==> src/rtl/tw_cfg_pkg.sv <==
package tw_cfg_pkg;

    typedef enum logic [1:0] {
        RX_WAIT_HIGH = 2'd0,
        RX_IDLE      = 2'd1,
        RX_SHIFT     = 2'd2,
        RX_COMMIT    = 2'd3
    } rx_state_t;

    typedef enum logic [1:0] {
        SEL_NONE = 2'b00,
        SEL_REF  = 2'b01,
        SEL_CTL  = 2'b10,
        SEL_MAIN = 2'b11
    } reg_sel_t;

    localparam int FRAME_BITS = 14;
    localparam int ADDR_BITS  = 2;

endpackage

==> src/rtl/tw_sync.sv <==
module tw_sync #(
    parameter int             WIDTH   = 3,
    parameter int             STAGES  = 2,
    parameter logic [WIDTH-1:0] RST_VAL = '0
) (
    input  logic             sys_clk,
    input  logic             rst_n,
    input  logic [WIDTH-1:0] d,
    output logic [WIDTH-1:0] q
);

    logic [STAGES-1:0][WIDTH-1:0] chain;

    always_ff @(posedge sys_clk or negedge rst_n) begin
        if (!rst_n) begin
            chain <= {STAGES{RST_VAL}};
        end else begin
            chain <= {chain[STAGES-2:0], d};
        end
    end

    assign q = chain[STAGES-1];

endmodule

==> src/rtl/tw_rx_fsm.sv <==
module tw_rx_fsm
    import tw_cfg_pkg::*;
#(
    parameter int FRAME_W = FRAME_BITS
) (
    input  logic               sys_clk,
    input  logic               rst_n,
    input  logic               sck_s,
    input  logic               sdi_s,
    input  logic               sel_n_s,
    output logic               load_en,
    output logic [FRAME_W-1:0] word
);

    rx_state_t          state_q, state_d;
    logic               sck_d;
    logic               shift_en;
    logic [FRAME_W-1:0] shift_q;

    // state register
    always_ff @(posedge sys_clk or negedge rst_n) begin
        if (!rst_n) begin
            state_q <= RX_WAIT_HIGH;
        end else begin
            state_q <= state_d;
        end
    end

    // transitions
    always_comb begin
        state_d = state_q;
        unique case (state_q)
            RX_WAIT_HIGH: if (sel_n_s)  state_d = RX_IDLE;
            RX_IDLE:      if (!sel_n_s) state_d = RX_SHIFT;
            RX_SHIFT:     if (sel_n_s)  state_d = RX_COMMIT;
            RX_COMMIT:                  state_d = RX_IDLE;
            default:                    state_d = RX_WAIT_HIGH;
        endcase
    end

    // outputs of the machine
    always_comb begin
        load_en  = (state_q == RX_COMMIT);
        shift_en = (state_q == RX_SHIFT) && !sel_n_s && sck_s && !sck_d;
    end

    // datapath: edge history and shift register
    always_ff @(posedge sys_clk or negedge rst_n) begin
        if (!rst_n) begin
            sck_d   <= 1'b0;
            shift_q <= '0;
        end else begin
            sck_d <= sck_s;
            if (shift_en) begin
                shift_q <= {shift_q[FRAME_W-2:0], sdi_s};
            end
        end
    end

    assign word = shift_q;


    commit_after_shift_chk: assert property (@(posedge sys_clk) disable iff (!rst_n)
        (state_q == RX_COMMIT) |-> ($past(state_q) == RX_SHIFT));


    load_single_cycle_chk: assert property (@(posedge sys_clk) disable iff (!rst_n)
        load_en |=> !load_en);


    shift_only_in_frame_chk: assert property (@(posedge sys_clk) disable iff (!rst_n)
        (state_q != RX_SHIFT) |=> $stable(shift_q));

endmodule

==> src/rtl/tw_reg_file.sv <==
module tw_reg_file
    import tw_cfg_pkg::*;
#(
    parameter int FRAME_W = FRAME_BITS,
    parameter int ADDR_W  = ADDR_BITS
) (
    input  logic               sys_clk,
    input  logic               rst_n,
    input  logic               load_en,
    input  logic [FRAME_W-1:0] word,
    output logic [1:0]         ref_mod_sel,
    output logic [7:0]         ref_conv_div,
    output logic               ctl_out_on,
    output logic [2:0]         ctl_pump_sel,
    output logic [4:0]         ctl_gain,
    output logic [11:0]        main_div,
    output logic               upd_ref,
    output logic               upd_ctl,
    output logic               upd_main
);

    localparam int PAY_W    = FRAME_W - ADDR_W;
    localparam int MODS_LSB = 8;
    localparam int OUTE_BIT = 8;
    localparam int PUMP_LSB = 5;

    logic [ADDR_W-1:0] addr;
    logic [PAY_W-1:0]  pay;

    assign addr = word[ADDR_W-1:0];
    assign pay  = word[FRAME_W-1:ADDR_W];

    always_ff @(posedge sys_clk or negedge rst_n) begin
        if (!rst_n) begin
            ref_mod_sel  <= '0;
            ref_conv_div <= '0;
            ctl_out_on   <= 1'b0;
            ctl_pump_sel <= '0;
            ctl_gain     <= '0;
            main_div     <= '0;
            upd_ref      <= 1'b0;
            upd_ctl      <= 1'b0;
            upd_main     <= 1'b0;
        end else begin
            upd_ref  <= 1'b0;
            upd_ctl  <= 1'b0;
            upd_main <= 1'b0;
            if (load_en) begin
                unique case (reg_sel_t'(addr))
                    SEL_REF: begin
                        ref_mod_sel  <= pay[MODS_LSB+1:MODS_LSB];
                        ref_conv_div <= pay[7:0];
                        upd_ref      <= 1'b1;
                    end
                    SEL_CTL: begin
                        ctl_out_on   <= pay[OUTE_BIT];
                        ctl_pump_sel <= pay[PUMP_LSB+2:PUMP_LSB];
                        ctl_gain     <= pay[4:0];
                        upd_ctl      <= 1'b1;
                    end
                    SEL_MAIN: begin
                        main_div <= pay[11:0];
                        upd_main <= 1'b1;
                    end
                    default: ;
                endcase
            end
        end
    end


    strobe_onehot_chk: assert property (@(posedge sys_clk) disable iff (!rst_n)
        $onehot0({upd_ref, upd_ctl, upd_main}));


    main_hold_chk: assert property (@(posedge sys_clk) disable iff (!rst_n)
        !upd_main |-> $stable(main_div));


    ref_hold_chk: assert property (@(posedge sys_clk) disable iff (!rst_n)
        !upd_ref |-> ($stable(ref_conv_div) && $stable(ref_mod_sel)));


    null_addr_chk: assert property (@(posedge sys_clk) disable iff (!rst_n)
        (load_en && (addr == '0)) |=> !(upd_ref || upd_ctl || upd_main));

endmodule

==> src/rtl/tw_cfg_bank.sv <==
module tw_cfg_bank
    import tw_cfg_pkg::*;
#(
    parameter int FRAME_W     = FRAME_BITS,
    parameter int ADDR_W      = ADDR_BITS,
    parameter int SYNC_STAGES = 2
) (
    input  logic        sys_clk,
    input  logic        rst_n,
    input  logic        ser_sck,
    input  logic        ser_sdi,
    input  logic        ser_sel_n,
    output logic [1:0]  ref_mod_sel,
    output logic [7:0]  ref_conv_div,
    output logic        ctl_out_on,
    output logic [2:0]  ctl_pump_sel,
    output logic [4:0]  ctl_gain,
    output logic [11:0] main_div,
    output logic        upd_ref,
    output logic        upd_ctl,
    output logic        upd_main
);

    logic [2:0]         bus_s;
    logic               load_en;
    logic [FRAME_W-1:0] word;

    tw_sync #(
        .WIDTH   (3),
        .STAGES  (SYNC_STAGES),
        .RST_VAL (3'b000)
    ) u_sync (
        .sys_clk (sys_clk),
        .rst_n   (rst_n),
        .d       ({ser_sel_n, ser_sdi, ser_sck}),
        .q       (bus_s)
    );

    tw_rx_fsm #(
        .FRAME_W (FRAME_W)
    ) u_rx (
        .sys_clk (sys_clk),
        .rst_n   (rst_n),
        .sck_s   (bus_s[0]),
        .sdi_s   (bus_s[1]),
        .sel_n_s (bus_s[2]),
        .load_en (load_en),
        .word    (word)
    );

    tw_reg_file #(
        .FRAME_W (FRAME_W),
        .ADDR_W  (ADDR_W)
    ) u_regs (
        .sys_clk      (sys_clk),
        .rst_n        (rst_n),
        .load_en      (load_en),
        .word         (word),
        .ref_mod_sel  (ref_mod_sel),
        .ref_conv_div (ref_conv_div),
        .ctl_out_on   (ctl_out_on),
        .ctl_pump_sel (ctl_pump_sel),
        .ctl_gain     (ctl_gain),
        .main_div     (main_div),
        .upd_ref      (upd_ref),
        .upd_ctl      (upd_ctl),
        .upd_main     (upd_main)
    );

endmodule

==> config.mk <==
export PLATFORM = sky130hd
export DESIGN_NAME = tw_cfg_bank
export DESIGN_NICKNAME = d
export VERILOG_FILES = /design/src/rtl/tw_cfg_pkg.sv /design/src/rtl/tw_sync.sv /design/src/rtl/tw_rx_fsm.sv /design/src/rtl/tw_reg_file.sv /design/src/rtl/tw_cfg_bank.sv
export SDC_FILE = /design/constraint.sdc
export NUM_CORES = 1
export LEC_CHECK = 0
export ABC_CLOCK_PERIOD_IN_PS = 2400
export CELL_PAD_IN_SITES_DETAIL_PLACEMENT = 0
export CELL_PAD_IN_SITES_GLOBAL_PLACEMENT = 1
export CORE_UTILIZATION = 24
export CTS_CLUSTER_SIZE = 28
export DETAILED_ROUTE_END_ITERATION = 7
export DONT_BUFFER_PORTS = 1
export GPL_ROUTABILITY_DRIVEN = 0
export HOLD_SLACK_MARGIN = 0.12
export MAX_ROUTING_LAYER = met4
export PLACE_DENSITY = 0.5
export SYNTH_ARGS = -nofsm -noshare
export SYNTH_HDL_FRONTEND = slang
export SYNTH_SLANG_ARGS = --single-unit
export TNS_END_PERCENT = 10
==> constraint.sdc <==
create_clock -name sys_clk -period 2.4 [get_ports sys_clk]
set_clock_uncertainty 0.1 [all_clocks]
set_input_delay 0.36 -clock sys_clk [delete_from_list [all_inputs] [get_ports sys_clk]]
set_output_delay 0.36 -clock sys_clk [all_outputs]
set_load 0.005 [all_outputs]
=== After elaboration in Yosys (flattened, before gate mapping) ===
Cells that the tools add are included.

* Register bits: 57
* Bits of input ports: 5
* Output and inout bits: 34
* Logic and storage cells: 43

* Equality and inequality tests: 9
* Muxes and demuxes: 10
* Reduce and logical (&&, ||, !) cells: 10

{| class="wikitable"
|+ Operator list
! cell !! number
|-
| 2-bit == test, second input constant || 4
|-
| 2-bit case mux with 4 select lines || 1
|-
| 1-bit 2-to-1 mux || 6
|-
| 2-bit 2-to-1 mux || 3
|-
| 2-bit inequality test, second input constant || 3
|-
| 2-bit AND reduction || 3
|-
| 2-bit by 1-bit == test with 1-bit output, second input constant || 2
|-
| 1-bit logical AND || 3
|-
| 3-bit AND reduction || 1
|-
| 1-bit zero test || 2
|-
| 2-bit zero test || 1
|}

=== Longest topological paths before layout ===
* Word-level depth: 4
* Gate-level depth with buffers: 6
* Gate-level depth less buffers: 5

=== By module ===
Synthesis repeated with hierarchy kept, for this count alone.

* Cells, all modules: 131
* Area, all modules: 2235.9 um^2

{| class="wikitable"
|+ Modules (own cells, without submodules)
! module !! instances !! cells an instance !! area each (um^2) !! sequential area each (um^2)
|-
| tw_reg_file || 1 || 74 || 1303.8 || 850.8
|-
| tw_rx_fsm || 1 || 48 || 759.5 || 425.4
|-
| tw_sync || 1 || 9 || 172.7 || 150.1
|}

=== Least setup slack after synthesis ===
Ideal clock, no wire load.

* Kind: register to register
* Start point: register u_rx.state_q[0]
* End point: register u_rx.shift_q[0] (netlist: u_rx.word[0])
* Setup time: 0.125 ns
* Data arrival time: 1.448 ns
* Required time: 2.175 ns
* Slack: 0.727 ns
* Stages on the path, launching flop included: 7
* Path buffers: 2
* Period minus slack after synthesis: 1.673 ns
* Cells stage by stage: dfrtp_1 inv_1 ha_1 nor4bb_1 buf_4 buf_12 mux2_4

* Word-level cells in the longest chain between the ends: 4

{| class="wikitable"
|+ Ends and longest elaborated chain
! element !! RTL line !! source
|-
| start, declared || tw_rx_fsm.sv:15 || <nowiki>rx_state_t state_q, state_d;</nowiki>
|-
| start signal, assigned || tw_rx_fsm.sv:25 || <nowiki>state_q <= state_d;</nowiki>
|-
| 2-bit == test || tw_rx_fsm.sv:44 || <nowiki>shift_en = (state_q == RX_SHIFT) && !sel_n_s && sck_s && !sck_d;</nowiki>
|-
| 1-bit logical AND (3 in series) || tw_rx_fsm.sv:44 ||
|-
| end signal, assigned || tw_rx_fsm.sv:55 || <nowiki>shift_q <= {shift_q[FRAME_W-2:0], sdi_s};</nowiki>
|-
| end, declared || tw_rx_fsm.sv:18 || <nowiki>logic [FRAME_W-1:0] shift_q;</nowiki>
|}

No other way between the ends.
A chain may end at the register's enable or synchronous reset.

=== Worst setup path after layout ===
* Start point: register u_rx.state_q[0]
* End point: register u_regs.ref_conv_div[3]

* Word-level cells in the longest chain between the ends: 2

{| class="wikitable"
|+ Ends and longest elaborated chain
! element !! RTL line !! source
|-
| 2-bit == test || tw_rx_fsm.sv:43 || <nowiki>load_en = (state_q == RX_COMMIT);</nowiki>
|-
| 2-bit AND reduction (no source line) || n/a ||
|-
| end signal, assigned || tw_reg_file.sv:52 || <nowiki>ref_conv_div <= pay[7:0];</nowiki>
|-
| end, declared || tw_reg_file.sv:12 || <nowiki>output logic [7:0] ref_conv_div,</nowiki>
|}

No other way between the ends.

==> reports/metrics.cfg <==
[synthesis]
ys_seq_area_share_pct=66.2
netlist-cell-type-count=18
ys_warn_count=0
syn_inst=128
ys_ff_latch=57
syn_avg_cell_area_um2=16.8
synth_nets=137
netlist_area_um2=2160

[critical_path]
crit_buf_inv=0
path_delay_family=simple AND/OR/NAND/NOR gates
crit_path_start_kind=flop
crit_chain=ha_1, nand3b_1, mux2_2
critPathMaxFanout=11
end_kind=flop
max_stage_delay_ns=0.51
critPathRequiredTime_ns=2.51
crit_type=reg2reg
worstPathArrival_ns=1.95
slowest_stage=nand3b_1

[timing]
finalSetupViolCount=0
tns_ns=0
tightest_slew_ns=0.712
slew_headroom_pct=52.4
rsz0062_at_grt=no
hold_violations=0
finalCritPeriodShare_pct=76.6
slew_viol_final=0
period_minus_slack_ns=1.84
fmax_ghz=0.544

[route]
routed_wl_um=3960
drtPass1Iterations=2
drtIter0Drc=16
detail-route-antenna-nets=0
vias=1057
routedWlPerCell_um=15.6
drc=0
viasPerCell=4.16

[cells_and_area]
drive_gt1_share_pct=44.5
fin_nets=150
antennaDiodeCount=0
area_growth_pct=18.8

[flow_run]
maxCapViolCount=0

[grt]
track_usage_pct=9.76
antenna_found_initial=0
grt_max_degree=58
grt_pass1_vias=1187
overflow=0
grt_pass1_wl_um=6690

[floorplan]
num_rows=34
core-area_um2=8720
die_x_um=96.8
fp.dieArea_um2=9370
die_height_um=96.8
ioPinCount=39
start_util_pct=24.7

[run_status]
status=completed

[clock_tree]
cts_buffers=9
cts_buffer_depth=2
postCtsSetupBuffers=0
cts_root_buffer=clkbuf_8
clock_sinks=57
cts_tree=built
htree_levels=3
clock_latency_ns=0.33
clkTransAtPathRegs_ns=0.06

[power]
fin_total_pwr_mw=2.23
ir_drop_uv=280
p_leak_nw=1.28
power.density_nw_per_um2=870

[placed_design]
portBuffers=0
dpl.hpwl_um=2610

[min_path]
hp-class=reg2reg

layer usage:
metal | vias up | track usage (%) | share of wire, % | wire length (um)
li1 | 467 | - | - | -
met1 | 545 | 10.4 | 41 | 1620
met2 | 34 | 14.5 | 49 | 1950
met3 | 11 | 5.64 | 7.8 | 307
met4 | 0 | 4.82 | 2.1 | 83
met5 | - | - | 0 | 0
cell usage after synthesis, drive strengths merged:
cell type   n  area, um2
nand3b      2       15.0
dfrtp      57       1430
ha          4       50.1
nor3        2       10.0
mux2       45        544
inv         5       18.8
nand2b      1       6.26
o21ai       1       5.00
nand3       1       5.00
o31ai       1       7.51
nor2        1       3.75
buf         5       42.5
nor4bb      1       10.0
a21oi       1       5.00
nor2b       1       6.26
registers in the layout (all words and copies together) (netlist names), 3 cells and up:
name / cells
u_regs.ctl_pump_sel: 3
u_regs.main_div: 12
u_regs.ref_conv_div: 8
u_regs.ctl_gain: 5
u_rx.word: 14
u_sync.chain: 3
u_sync.q: 3
report_power, final:
group	switching, mW	internal (mW)
Clock	0.375	0.562
Combinational	0.130	0.108
Sequential	0.0448	1.01
Total	0.549	1.68
path summary, 6_finish.rpt:
| path | to | cells after the start | slack (ns) | start |
|---|---|---|---|---|
| min reg2reg | u_sync.q[2] | 0 | 0.25 | u_sync.chain[2] |
| max | u_regs.ref_conv_div[3] | 3 | 0.56 | u_rx.state_q[0] |
| min | u_sync.q[2] | 0 | 0.25 | u_sync.chain[2] |
| max in group asynchronous | u_regs.ctl_gain[3] | 2 | 1.51 | rst_n |
| min in group asynchronous | u_regs.ref_conv_div[7] | 2 | 0.43 | rst_n |
| max reg2reg | u_regs.ref_conv_div[3] | 3 | 0.56 | u_rx.state_q[0] |
cells by family after synthesis:
| kind of cell | count (synthesis) | synth area share [%] |
|---|---|---|
| compound gates | 3 | 0.812 |
| flops | 57 | 66.2 |
| buf+inv | 10 | 2.84 |
| mux | 45 | 25.2 |
| simple gates | 9 | 2.61 |
| fa+ha+maj | 4 | 2.32 |
repair_timing:
item	4_1_cts	5_1_grt
gates resized for setup	0	0
hold buffers	5	0
hold endpoints to repair	60	0
placed cells by master (no fill, tap or decap):
cell	count
inv_1	5
o21ai_0	1
nor2_1	1
nor3_1	2
nor2b_1	1
nand2b_1	1
clkinvlp_4	2
o31ai_1	1
buf_4	2
mux2_2	35
buf_16	1
clkinv_2	1
nand3b_1	2
mux2_4	10
clkbuf_8	12
nor4bb_4	1
a21oi_1	1
bufinv_16	1
nand3_1	1
dfrtp_1	57
dlygate4sd3_1	4
ha_1	4
per-stage QoR:
| step | util (%) | hold WS [ns] | std cells | setup slack, ns | instance area, um2 |
|---|---|---|---|---|---|
| 2_1_floorplan | - | -0.0356 | 128 | 0.727 | 2160 |
| 3_3_place_gp | 26.1 | -0.0343 | 233 | 0.589 | 2280 |
| 3_5_place_dp | 26.1 | -0.0344 | 233 | 0.491 | 2280 |
| 4_1_cts | 29.4 | 0.250 | 254 | 0.527 | 2560 |
| 5_1_grt | 29.4 | 0.258 | 254 | 0.422 | 2560 |
| 6_report | 29.4 | 0.249 | 254 | 0.561 | 2560 |
area by class of cell:
| cell class | instances | area, um2 |
|---|---|---|
| fill | 852 | 6160 |
| sequential | 57 | 1430 |
| multi-input combinational | 61 | 683 |
| clock buffer | 12 | 165 |
| tap | 108 | 135 |
| timing repair buffer | 7 | 82.6 |
| clock inverter | 4 | 50.0 |
| inverter | 5 | 18.8 |
(Power assumes the default switching activity.)
